[src/rtl/regport_pkg.sv]
// Package: default sizes shared by the register-port arbiter and its bench.
// Assumes: all users take these as parameter defaults only.
package regport_pkg;
    parameter int unsigned RP_N_UNITS = 4;   // execution units on each port
    parameter int unsigned RP_ADDR_W  = 3;   // register address width
    parameter int unsigned RP_DATA_W  = 16;  // register data width
endpackage

[src/rtl/rp_prio_pick.sv]
// Module: fixed-priority picker. Grants the lowest-indexed set request bit.
// Assumes: N >= 1. The output is purely combinational and one-hot or zero.
module rp_prio_pick #(
    parameter int unsigned N = 4
) (
    input  logic [N-1:0] req,
    output logic [N-1:0] gnt,
    output logic         any
);
    // seen[i] is high when any request below index i is set
    logic [N:0] seen;

    assign seen[0] = 1'b0;

    genvar i;
    generate
        for (i = 0; i < N; i++) begin : g_chain
            // propagate "a higher-priority unit already asked" up the chain
            assign seen[i+1] = seen[i] | req[i];
            // grant only the first requester in the chain
            assign gnt[i]    = req[i] & ~seen[i];
        end
    endgenerate

    assign any = seen[N];
endmodule

[src/rtl/rp_or_merge.sv]
// Module: masked OR-reduction tree for a broadcast bus.
// Each lane is ANDed with its grant bit, and the lanes are then combined by a
// balanced binary OR tree. Assumes: at most one grant bit is set.
module rp_or_merge #(
    parameter int unsigned N = 4,
    parameter int unsigned W = 8
) (
    input  logic [N*W-1:0] lanes,
    input  logic [N-1:0]   sel,
    output logic [W-1:0]   merged
);
    localparam int unsigned LEVELS = (N > 1) ? $clog2(N) : 0;
    localparam int unsigned LEAVES = 1 << LEVELS;
    localparam int unsigned NODES  = 2 * LEAVES - 1;

    logic [W-1:0] node [NODES];

    genvar i;
    generate
        for (i = 0; i < LEAVES; i++) begin : g_leaf
            if (i < N) begin : g_used
                // mask a lane to zero unless its unit holds the grant
                assign node[LEAVES-1+i] = lanes[i*W +: W] & {W{sel[i]}};
            end else begin : g_pad
                // unused padding leaf contributes nothing
                assign node[LEAVES-1+i] = '0;
            end
        end
        for (i = 0; i < LEAVES - 1; i++) begin : g_inner
            // combine two children into their parent
            assign node[i] = node[2*i+1] | node[2*i+2];
        end
    endgenerate

    assign merged = node[0];
endmodule

[src/rtl/rp_reg_array.sv]
// Module: behavioural register file with one read and one write port.
// Read is combinational; the write lands on the clock edge. Synchronous
// active-low reset clears every entry. Assumes: no read/write bypass is wanted.
module rp_reg_array #(
    parameter int unsigned ADDR_W = 3,
    parameter int unsigned DATA_W = 16
) (
    input  logic              clk,
    input  logic              rst_n,
    input  logic              we,
    input  logic [ADDR_W-1:0] wa,
    input  logic [DATA_W-1:0] wd,
    input  logic [ADDR_W-1:0] ra,
    output logic [DATA_W-1:0] rd
);
    localparam int unsigned DEPTH = 1 << ADDR_W;

    logic [DATA_W-1:0] mem [DEPTH];

    // store on write enable, clear the whole array on reset
    always_ff @(posedge clk) begin
        if (!rst_n) begin
            for (int k = 0; k < DEPTH; k++) begin
                mem[k] <= '0;
            end
        end else if (we) begin
            mem[wa] <= wd;
        end
    end

    // asynchronous read of the addressed entry
    assign rd = mem[ra];
endmodule

[src/rtl/regport_share_arb.sv]
// Module: shared register-port arbiter (top).
// One read bus and one write bus, each shared by N_UNITS execution units.
// A priority picker grants one unit per port; the granted unit's fields reach
// the bus through a masked OR tree. The read path is combinational. The write
// enable, address, data and per-unit go strobe are registered together.
// Assumes: only one unit operates at a time; no hazard checks, no bypass.
module regport_share_arb
    import regport_pkg::*;
#(
    parameter int unsigned N_UNITS = RP_N_UNITS,
    parameter int unsigned ADDR_W  = RP_ADDR_W,
    parameter int unsigned DATA_W  = RP_DATA_W
) (
    input  logic                        clk,
    input  logic                        rst_n,
    input  logic [N_UNITS-1:0]          rd_req,
    input  logic [N_UNITS*ADDR_W-1:0]   rd_addr_in,
    output logic [N_UNITS-1:0]          rd_gnt,
    output logic                        rf_rd_en,
    output logic [ADDR_W-1:0]           rf_rd_addr,
    output logic [DATA_W-1:0]           rd_data,
    input  logic [N_UNITS-1:0]          wr_req,
    input  logic [N_UNITS*ADDR_W-1:0]   wr_addr_in,
    input  logic [N_UNITS*DATA_W-1:0]   wr_data_in,
    output logic [N_UNITS-1:0]          wr_go,
    output logic                        rf_wr_en,
    output logic [ADDR_W-1:0]           rf_wr_addr,
    output logic [DATA_W-1:0]           rf_wr_data
);
    localparam int unsigned BEAT_W = ADDR_W + DATA_W;

    // ---------------- read port ----------------
    logic              rd_any;
    logic [DATA_W-1:0] rd_raw;

    rp_prio_pick #(.N(N_UNITS)) u_rd_pick (
        .req (rd_req),
        .gnt (rd_gnt),
        .any (rd_any)
    );

    rp_or_merge #(.N(N_UNITS), .W(ADDR_W)) u_rd_merge (
        .lanes  (rd_addr_in),
        .sel    (rd_gnt),
        .merged (rf_rd_addr)
    );

    assign rf_rd_en = rd_any;

    // ---------------- write port ----------------
    logic [N_UNITS-1:0]        wr_pick;
    logic                      wr_any;
    logic [N_UNITS*BEAT_W-1:0] wr_beats;
    logic [BEAT_W-1:0]         wr_beat;

    rp_prio_pick #(.N(N_UNITS)) u_wr_pick (
        .req (wr_req),
        .gnt (wr_pick),
        .any (wr_any)
    );

    genvar u;
    generate
        for (u = 0; u < N_UNITS; u++) begin : g_beat
            // pack each unit's address and data into one lane
            assign wr_beats[u*BEAT_W +: BEAT_W] =
                {wr_addr_in[u*ADDR_W +: ADDR_W], wr_data_in[u*DATA_W +: DATA_W]};
        end
    endgenerate

    rp_or_merge #(.N(N_UNITS), .W(BEAT_W)) u_wr_merge (
        .lanes  (wr_beats),
        .sel    (wr_pick),
        .merged (wr_beat)
    );

    // register enable, address, data and go strobe on one common edge
    always_ff @(posedge clk) begin
        if (!rst_n) begin
            wr_go      <= '0;
            rf_wr_en   <= 1'b0;
            rf_wr_addr <= '0;
            rf_wr_data <= '0;
        end else begin
            wr_go      <= wr_pick;
            rf_wr_en   <= wr_any;
            rf_wr_addr <= wr_beat[BEAT_W-1 -: ADDR_W];
            rf_wr_data <= wr_beat[DATA_W-1:0];
        end
    end

    // ---------------- register file ----------------
    rp_reg_array #(.ADDR_W(ADDR_W), .DATA_W(DATA_W)) u_rf (
        .clk   (clk),
        .rst_n (rst_n),
        .we    (rf_wr_en),
        .wa    (rf_wr_addr),
        .wd    (rf_wr_data),
        .ra    (rf_rd_addr),
        .rd    (rd_raw)
    );

    // drive zero onto the read bus when nobody holds the port
    assign rd_data = rf_rd_en ? rd_raw : '0;
endmodule

[config.mk]
export PLATFORM = sky130hd
export DESIGN_NAME = regport_share_arb
export DESIGN_NICKNAME = d
export VERILOG_FILES = /design/src/rtl/regport_pkg.sv /design/src/rtl/rp_prio_pick.sv /design/src/rtl/rp_or_merge.sv /design/src/rtl/rp_reg_array.sv /design/src/rtl/regport_share_arb.sv
export SDC_FILE = /design/constraint.sdc
export NUM_CORES = 1
export LEC_CHECK = 0
export BUFFER_PORTS_ARGS = -buffer_cell sky130_fd_sc_hd__buf_2
export CAP_MARGIN = 40
export CORE_ASPECT_RATIO = 0.8
export CORE_MARGIN = 1.5
export CORE_UTILIZATION = 55
export CTS_CLUSTER_SIZE = 25
export DETAILED_ROUTE_END_ITERATION = 8
export GPL_TIMING_DRIVEN = 1
export PLACE_DENSITY_LB_ADDON = 0.1
export SETUP_SLACK_MARGIN = 0.3
export SLEW_MARGIN = 5
export SYNTH_ARGS = -nofsm -noshare
export SYNTH_HDL_FRONTEND = slang
export SYNTH_HIERARCHICAL = 1
export SYNTH_SLANG_ARGS = --single-unit
export TNS_END_PERCENT = 100
[constraint.sdc]
create_clock -name clk -period 3.1 [get_ports clk]
set_input_delay 0 -clock clk [delete_from_list [all_inputs] [get_ports clk]]
set_output_delay 0 -clock clk [all_outputs]
set_load 0.02 [all_outputs]
==> summary.md <==
| Metric | Value |
|---|---|
| Outcome | `finished, final reports clean` |
| H-tree depth | `4` |
| Row cnt | `37` |
| Worst EP required | `~3100 ps` |
| Post-synth EDFFs | `~130` |
| Final antenna diode count | `0` |
| Max Slew Vio Count | `0` |
| VDD IR-drop max | `between 0.4 and 0.5 mV` |
| Sequential power share | `0.461` |
| GRT Total Usage | `0.2825` |
| Setup CP Type | `input pin to output port` |
| Worst Path Arrival | `between 2000 and 3000 ps` |
| Slowest stage cell, crit path | `nor4b_1` |
| Layout cells sized above 1 | `0.3542` |
| Max-slew headroom | `0.4092` |
| Area grow syn2layout | `28.06%` |
| Biggest cell delay along the critical path | `around 640 ps` |
| Grt total ovfl | `0` |
| Initial antenna violation count | `0` |
| Post-Route Setup TNS | `0 ps` |
| Clock Path Buffers | `2` |
| Layout Utilization | `0.7217` |
| Post-Syn Area | `between 0.007 and 0.008 mm^2` |
| Critical Path Most Common Cell | `buf_2` |
| Crit path time final | `2542 ps` |
| Seq cells post-synth | `152` |
| Switch share | `0.2475` |
| Static Leak | `roughly 3.6 nW` |
| Global placer's final weighted congestion | `around 0.78` |
| Synth top area cells | `edfxtp_1 (53%), mux4_1 (10%), nor3_1 (8.9%)` |
| Cell at the root of the clock tree | `clkbuf_16` |
| Synth Instances | `524` |
| Slew @ Worst Pin | `just under 900 ps` |
| Syn Nets | `622` |
| Worst clock skew | `7.107 ps` |
| Total wire length | `18880 um` |
| Postcts setup bufs | `0` |
| Ys async rst share | `0` |
| CP Max Fanout | `33` |
| First-pass GRT wire length | `a little under 30000 um` |
| Vias in the first global route | `5377` |
| Critical Path End Type | `output port` |
| Final Power | `just over 0.005 W` |
| Dpl cells | `818` |
| Chip height | `roughly 110 um` |
| Initial Util | `0.5636` |
| Antenna Violating Nets Remaining | `0` |
| Comb power frac | `0.148` |
| DP Wirelength | `around 11000 um` |
| Detailed Route Iter0 Violations | `around 480` |
| CTS tree | `yes` |
| Post-synth cell types | `28` |
| Cell Chain, Critical Path | `buf_2 -> nor4b_1 -> a22oi_1 -> nand2_1 -> buf_12 -> mux4_1 -> mux2_2 -> and2_1 -> buf_2` |
| Die area | `between 0.01 and 0.015 mm^2` |
| Final period util | `0.8201` |
| Via count | `about 5300` |
| Power share of the clock group | `0.391` |
| Fin area | `between 0.009 and 0.01 mm^2` |
| Avg WL per Cell | `a little over 20 um` |
| Inserted Clock Buffers | `17` |
| Synth Flop Type | `edfxtp_1` |
| I/O Buffers | `around 150` |
| Critical Path Source Type | `input pin` |
| Final Instance Count excl. Fillers | `909` |
| Placed cell area | `0.008088 mm^2` |
| DRC viols | `0` |
| 1st-pass router iterations | `5` |
| Final Net Count | `around 820` |
| Worst-path clk slew | `about 60 ps` |
| Hold Crit Class | `input pin to register` |
| Cell taking the most area after synthesis | `edfxtp_1` |
| Register area share after synthesis | `0.5983` |
| I/O Pins | `about 150` |
| RSZ-0062 raised after global routing | `false` |
| Synth warn | `6` |
| Psw | `roughly 0.0012 W` |
| Max Cap Viol | `0` |
| Fmax | `0.3934 GHz` |
| Die W | `approximately 130 um` |
| Internal | `0.003783 W` |
| Sink Count | `about 150` |
| Final hold violations | `0` |
| Synth cell count leaders | `edfxtp_1 (128), nor3_1 (128), a22oi_1 (34), mux4_1 (28), clkbuf_1 (26)` |
| Vias per cell | `roughly 6` |
| Largest net degree at the start of global routing | `65` |
| Core area | `0.01282 mm^2` |
| Final setup fails | `0` |
| Pwr per Cell Area | `between 500 and 600 mW/mm^2` |
| Clock Latency Late Sink | `around 420 ps` |
| Syn_area_per_cell | `13.79 um^2` |
| Yosys top cell area share | `0.5319` |
area by class of cell:
class	instances	area, um^2
repair buffers	230	1531
fillers	861	3568
clock buffers	21	470.5
multi-input cells	304	2552
flip-flops and latches	152	4324
clock inverters	11	97.59
inverters	16	60.06
well taps	175	219.0
critical path, delay by kind of cell:
family	cells	cell delay [ps]
simple gates	3	950
compound gates	1	150
buf+inv	3	550
mux	2	880
power by group through the flow:
stage          sequential (W)  clock, W  combinational, W
2_1_floorplan         0.00238         0          0.000406
3_3_place_gp          0.00236         0          0.000647
3_5_place_dp          0.00236         0          0.000664
4_1_cts               0.00232   0.00199          0.000736
5_1_grt               0.00232   0.00206          0.000794
6_report              0.00232   0.00196          0.000746
timing repair:
| action | CTS | global route |
|---|---|---|
| hold buffers | 59 | 0 |
| hold endpoints to repair | 20 | 0 |
| setup endpoints to repair | 0 | 5 |
| gates resized for setup | 0 | 1 |
placed cells by master, fill, tap and decap left out, drive strengths merged:
| cell | netlist | routed |
|---|---|---|
| o21ai | 8 | 8 |
| bufinv | 0 | 1 |
| or2 | 1 | 1 |
| mux2 | 16 | 16 |
| inv | 0 | 1 |
| clkinvlp | 0 | 3 |
| nand2 | 23 | 23 |
| a22oi | 44 | 44 |
| nor4b | 2 | 2 |
| mux4 | 32 | 32 |
| nor3 | 128 | 128 |
| nand3b | 1 | 1 |
| clkbuf | 27 | 21 |
| nand3 | 1 | 1 |
| dfxtp | 24 | 24 |
| nand2b | 2 | 2 |
| edfxtp | 128 | 128 |
| or4 | 2 | 2 |
| and2 | 40 | 40 |
| dlygate4sd3 | 0 | 59 |
| clkinv | 16 | 22 |
| nor3b | 2 | 2 |
| buf | 25 | 171 |
| nor2b | 2 | 2 |
routing by layer:
| metal | track usage | share of wire | up-vias |
|---|---|---|---|
| li1 | - | - | 2443 |
| met1 | 0.3745 | 0.42 | 2636 |
| met2 | 0.4728 | 0.49 | 239 |
| met3 | 0.06205 | 0.069 | 27 |
| met4 | 0.08427 | 0.016 | 0 |
| met5 | 0 | 0 | - |
path summary, 6_finish.rpt:
path / from / to / slack, ps / cells past startpoint
max reg2reg: rf_wr_addr[0] / u_rf/mem[0][5] / 1140 / 4
min reg2reg: rf_wr_data[14] / u_rf/mem[2][14] / 700 / 2
min: wr_req[2] / wr_go[3] / 30 / 3
max: rd_req[0] / rd_data[14] / 560 / 9
registers in the layout, indices dropped and copies added, names as in the netlist:
| register | count |
|---|---|
| rf_wr_addr | 3 |
| rf_wr_data | 16 |
| rf_wr_en | 1 |
| u_rf/mem | 128 |
| wr_go | 4 |
stage by stage:
stage | worst slack [ps] | hold slack (ps)
floorplan | 388.8 | 98.70
global placement | 741.2 | 292.7
detailed placement | 600.4 | 303.0
CTS | 471.8 | 20.28
global route | 408.7 | 35.53
finish | 557.8 | 27.28
kinds of logic (layout without fill, tap and decap cells):
logic type,count (synthesis),after routing,synth area share
AO/OA/AOI/OAI,52,52,0.05817
flip-flops,152,152,0.5983
AND/OR/NAND/NOR,204,204,0.1520
multiplexers,48,48,0.1392
buffers and inverters,68,278,0.05228
Note: power is estimated with default switching activity, not from simulation.
